## src/rtl/sticky_irq_collector.sv

```systemverilog
module sticky_irq_collector #(
  parameter int N_SRC          = 8,
  parameter bit IRQ_ACTIVE_LOW = 1'b1
) (
  input  logic             clk,
  input  logic             rst_n,
  input  logic [N_SRC-1:0] src_i,
  input  logic [1:0]       addr_i,
  input  logic             wr_i,
  input  logic             rd_i,
  input  logic [N_SRC-1:0] wdata_i,
  output logic [N_SRC-1:0] rdata_o,
  output logic             irq_o
);
  localparam logic [1:0] A_STAT = 2'd0;
  localparam logic [1:0] A_MASK = 2'd1;
  localparam logic [1:0] A_MHI  = 2'd2;
  localparam logic [1:0] A_MLO  = 2'd3;

  logic [N_SRC-1:0] stat_q, mask_q, mhi_q, mlo_q, src_q;
  logic [N_SRC-1:0] hit, evt, mask_d, stat_d, lvl_hit, rsv;
  logic             clr;

  for (genvar i = 0; i < N_SRC; i++) begin : g_det
    always_comb begin
      unique case ({mhi_q[i], mlo_q[i]})
        2'b00:   hit[i] = src_i[i] & ~src_q[i];
        2'b01:   hit[i] = ~src_i[i] & src_q[i];
        2'b10:   hit[i] = src_i[i];
        default: hit[i] = 1'b0;
      endcase
    end
  end

  assign evt    = hit & mask_q;
  assign clr    = rd_i && (addr_i == A_STAT);
  assign mask_d = (wr_i && addr_i == A_MASK) ? wdata_i : mask_q;
  assign stat_d = ((clr ? '0 : stat_q) | evt) & mask_d;

  always_ff @(posedge clk or negedge rst_n) begin
    if (!rst_n) begin
      stat_q <= '0;
      mask_q <= '0;
      mhi_q  <= '0;
      mlo_q  <= '0;
      src_q  <= '0;
    end else begin
      stat_q <= stat_d;
      mask_q <= mask_d;
      src_q  <= src_i;
      if (wr_i && addr_i == A_MHI) mhi_q <= wdata_i;
      if (wr_i && addr_i == A_MLO) mlo_q <= wdata_i;
    end
  end

  always_comb begin
    unique case (addr_i)
      A_STAT:  rdata_o = stat_q;
      A_MASK:  rdata_o = mask_q;
      A_MHI:   rdata_o = mhi_q;
      default: rdata_o = mlo_q;
    endcase
  end

  assign irq_o = IRQ_ACTIVE_LOW ? ~(|stat_q) : (|stat_q);

  assign lvl_hit = mask_q & src_i & mhi_q & ~mlo_q;
  assign rsv     = mhi_q & mlo_q;

  AST_STICKY_HOLD: assert property (@(posedge clk) disable iff (!rst_n)
    (!clr && !wr_i) |=> ((stat_q & $past(stat_q)) == $past(stat_q)));
  AST_CLEAR_ON_READ: assert property (@(posedge clk) disable iff (!rst_n)
    (clr && evt == '0 && !wr_i) |=> (stat_q == '0));
  AST_LEVEL_KEEPS: assert property (@(posedge clk) disable iff (!rst_n)
    (clr && !wr_i) |=> ((stat_q & $past(lvl_hit)) == $past(lvl_hit)));
  AST_RESERVED_QUIET: assert property (@(posedge clk) disable iff (!rst_n)
    !wr_i |=> ((stat_q & $past(rsv & ~stat_q)) == '0));
  AST_IRQ_AFTER_EVENT: assert property (@(posedge clk) disable iff (!rst_n)
    (evt != '0) |=> (irq_o == !IRQ_ACTIVE_LOW));
  AST_STAT_WRITE_IGNORED: assert property (@(posedge clk) disable iff (!rst_n)
    (wr_i && addr_i == A_STAT && !rd_i && evt == '0) |=> $stable(stat_q));
endmodule

```

## config.mk

```make
export PLATFORM = sky130hd
export DESIGN_NAME = sticky_irq_collector
export DESIGN_NICKNAME = d
export VERILOG_FILES = /design/src/rtl/sticky_irq_collector.sv
export SDC_FILE = /design/constraint.sdc
export NUM_CORES = 1
export LEC_CHECK = 0
export BUFFER_PORTS_ARGS = -buffer_cell sky130_fd_sc_hd__buf_2
export CAP_MARGIN = 20
export CORE_ASPECT_RATIO = 1.75
export CORE_MARGIN = 3
export CORE_UTILIZATION = 55
export CTS_BUF_LIST = sky130_fd_sc_hd__clkbuf_4 sky130_fd_sc_hd__clkbuf_8 sky130_fd_sc_hd__clkbuf_16
export DETAILED_ROUTE_END_ITERATION = 12
export PLACE_DENSITY = 0.77
export SYNTH_ARGS = -nofsm -noshare
export SYNTH_HDL_FRONTEND = slang
export SYNTH_SLANG_ARGS = --single-unit
```

## constraint.sdc

```tcl
create_clock -name clk -period 1.4 [get_ports clk]
set_input_delay 0.07 -clock clk [delete_from_list [all_inputs] [get_ports clk]]
set_output_delay 0.07 -clock clk [all_outputs]
set_load 0.02 [all_outputs]
```

# Word level (Yosys, flattened, before mapping)
# Index checks and enable logic that the tools add are counted.
# word_totals
input_bits	22
output_inout_bits	9
word_cells	85
reg_bits	40
# op_classes
reduce_logical	14
bitwise_logic	36
mux	11
eq_ne	19
# ops
cell	count
$pmux W1 S3	8
$pmux W8 S3	1
$eq A2 B2 Y1 const B	10
$eq A2 B1 Y1 const B	9
$logic_not A2 Y1	9
$not A1 Y1	17
$and A1 B1 Y1	16
$and A8 B8 Y8	2
$mux W8	2
$or A8 B8 Y8	1
$reduce_or A8 Y1	1
$logic_and A1 B1 Y1	4

# Longest topological paths before layout
# logic_depth
word_depth	6
mapped_depth	5
mapped_depth_nobuf	3

# Least setup slack after synthesis
# Ideal clock, no wire load.
# synth_timing
path_kind	flip-flop to output port
start	register stat_q[3]
end	output irq_o
slack_ps	125
path_buffers	0
required_time_ps	1330
path_stages_with_launch	3
t_arrival_ps	1205
cell_sequence	dfrtp_1 -> or4_1 -> nor2_1
# synth_between
elab_chain_len	2
# synth_lines
element	line_no	rtl
from (decl)	20	logic [N_SRC-1:0] stat_q, mask_q, mhi_q, mlo_q, src_q;
from (signal assigned)	48	stat_q <= stat_d;
$reduce_or A8 Y1	--	
$not A1 Y1	65	assign irq_o = IRQ_ACTIVE_LOW ? ~(|stat_q) : (|stat_q);
to (decl)	13	output logic irq_o
# No other way between the ends.

# Worst setup path after layout
# layout_timing
start	register stat_q[6]
end	output irq_o
# Same word-level chain as after synthesis.

==> metrics.cfg <==
[status]
status = finished, violations left
violations = negative setup slack

[floorplanning]
die_h_um = 85.1
die_w_um = 51.2
pin_count = 31
dieArea_sq_mm = 0.00436
start_util_pct = 57.9
row_count = 28
core_sq_mm = 0.00340

[worst_setup_path]
critPathKind = flip-flop to output port
slowest_stage = or4_4
arrival_ps = 1470
max_stage_delay_ps = 560
startpoint_type = flip-flop
crit_path_cell_trace = or4_4 -> nor2_4 -> buf_6
crit_required_ps = 1330
end_kind = output port
cp_max_fo = 2

[run]
max_cap_violations = 0

[global_routing]
grt_start_max_net_pins = 20
grt_pass1_wl_um = 7560
antenna_found_initial = 0
groute.usage.overall_pct = 23.4
overflow = 0
first_global_vias = 1658

[logic_synthesis]
synth-simple-area-share_pct = 20.6
synth_ff_type = dfrtp_1
synth.distinct_cells = 21
async_reset_ff_share_pct = 100
yosys-mux-area-fraction_pct = 18.3
synth.avg_cell_area_sq_um = 12.5
synth_compound_area_share_pct = 8.14
ys_seq_area_share_pct = 50.9
synthCells = 158
yosys_warnings = 0
synth_edf_count = 0
synthAdderAreaFrac_pct = 0
syn_nets = 180
synth_xor_xnor_area_share_pct = 0
synth_top_family_by_area = simple AND/OR/NAND/NOR gates
netlist_area_sq_mm = 0.00197
ys_seq_elements = 40

[power]
p_leak_nw = 1.19
ir_drop_v = 0.00111
total_power_w = 0.00318
powerDensity_mw_per_mm2 = 1230

[route]
wire_per_inst_um = 17.5
via_per_inst = 5.75
detail-route-antenna-nets = 0
drc = 0
vias = 1557
drt_iter0_drc = 40
wl_um = 4730
dr.pass1.iters = 4

[sta]
min_period_ps = 1540
min_period_over_period_pct = 110
finClkSkew_ps = 2.70
hold_viol = 0
setup_viol = 8
setup_slack_ps = -144
slew_headroom_pct = 69.5
fmax_ghz = 0.648
final-max-slew-violation-count = 0
grt_setup_unrepaired = yes
tightest_slew_ps = 452

[final_layout]
num_antenna_cells = 0
stdcell_area_sq_mm = 0.00259
drive_gt1_share_pct = 45.1
syn2layout_area_growth_pct = 31.6
nets = 248
layout_common_cells = 40 x dfrtp_1, 27 x buf_4, 24 x nand2_1, 21 x buf_2, 16 x mux2_2
final_common_cell = dfrtp_1

[clock_network]
cts.sinks = 40
cts_tree = done
clock_latency_ps = 290
htreeDepth = 2
clk_path_buf_depth = 2
clk_pin_slew_worst_paths_ps = 70
numCtsBuffers = 5
cts_root_buf = clkbuf_8

[placement]
port_buffers = 30
gp_congestion = 0.771
placed_area_sq_mm = 0.00221
dp_hpwl_um = 3150

[hold_path]
hold_class = primary input to flip-flop

[registers in the layout (all words and copies together) (netlist names)]
name    flops
mlo_q       8
mask_q      8
mhi_q       8
src_q       8
stat_q      8
[repair_timing]
| item | CTS | global route |
|---|---|---|
| buffers inserted | 11 | 7 |
| gates resized for setup | 14 | 9 |
| hold buffers | 9 | 0 |
| hold endpoints to repair | 25 | 0 |
| setup endpoints to repair | 9 | 9 |
| pin swaps | 1 | 2 |
[worst max-delay path: cells and delay by family, from the launching register on]
kind                   cells  cell delay, ps
buffers and inverters      1             110
DFF                        1             400
and+or+nand+nor            2             680
[stage by stage]
step | hold WS [ps] | instances | worst slack [ps] | utilization, % | TNS [ps]
2_1_floorplan | -226 | 158 | 125 | - | 0
3_3_place_gp | 16.7 | 237 | 138 | 65.0 | 0
3_5_place_dp | 26.4 | 237 | 108 | 65.0 | 0
4_1_cts | 11.8 | 264 | -138 | 73.7 | -357
5_1_grt | 27.4 | 271 | -172 | 76.2 | -742
6_report | 16.8 | 271 | -144 | 76.2 | -502
[routing by layer]
metal  vias to the layer above  global-route usage [%]  share of wire (%)
met3                        16                    3.69                4.5
li1                        720                       -                  -
met5                         -                       0                  0
met2                        54                    41.4                 57
met1                       767                    26.7                 36
met4                         0                    11.5                3.0
[synth_stat cells, types with 2 or more instances]
master,instances,area (sq um)
a221oi_2,8,120
nor2b_1,8,50.1
nor3_1,8,40.0
or4_1,2,15.0
mux4_2,8,180
buf_2,2,10.0
mux2_2,16,180
buf_4,2,15.0
nor2_1,9,33.8
nand2_1,24,90.1
nor4bb_1,8,80.1
a21oi_1,8,40.0
nand2b_1,8,50.1
dfrtp_1,40,1000
[report_power, final]
| part | total (W) | internal, W | switching [W] |
|---|---|---|---|
| logic | 0.000997 | 0.000581 | 0.000416 |
| clock network | 0.000725 | 0.000358 | 0.000367 |
| registers | 0.00146 | 0.00132 | 0.000138 |
| total | 0.00318 | 0.00226 | 0.000921 |
[final cells by class]
type | count | area, sq um
flip-flops and latches | 40 | 1000
multi-input cells | 112 | 941
fillers | 257 | 808
repair buffers | 67 | 510
clock buffers | 6 | 76.3
well taps | 45 | 56.3
clock inverters | 1 | 5.00
[cells by family after synthesis]
group,count (synthesis)
AOI/OAI and AO/OA,16
buffers and inverters,6
DFF,40
muxes,24
and+or+nand+nor,72
[path summary, 6_finish.rpt]
check	startpoint	end	slack, ps	cells after the start
setup / recovery	stat_q[6]$_DFF_PN0_	irq_o	-140	3
hold reg to reg	mask_q[5]$_DFF_PN0_	mask_q[5]$_DFF_PN0_	520	2
hold / removal	wdata_i[3]	mask_q[3]$_DFF_PN0_	20	3
max in group asynchronous	rst_n	stat_q[6]$_DFF_PN0_	620	3
setup reg to reg	mhi_q[5]$_DFFE_PN0P_	stat_q[5]$_DFF_PN0_	-20	4
min in group asynchronous	rst_n	src_q[2]$_DFF_PN0_	240	2
(Power assumes the default switching activity.)
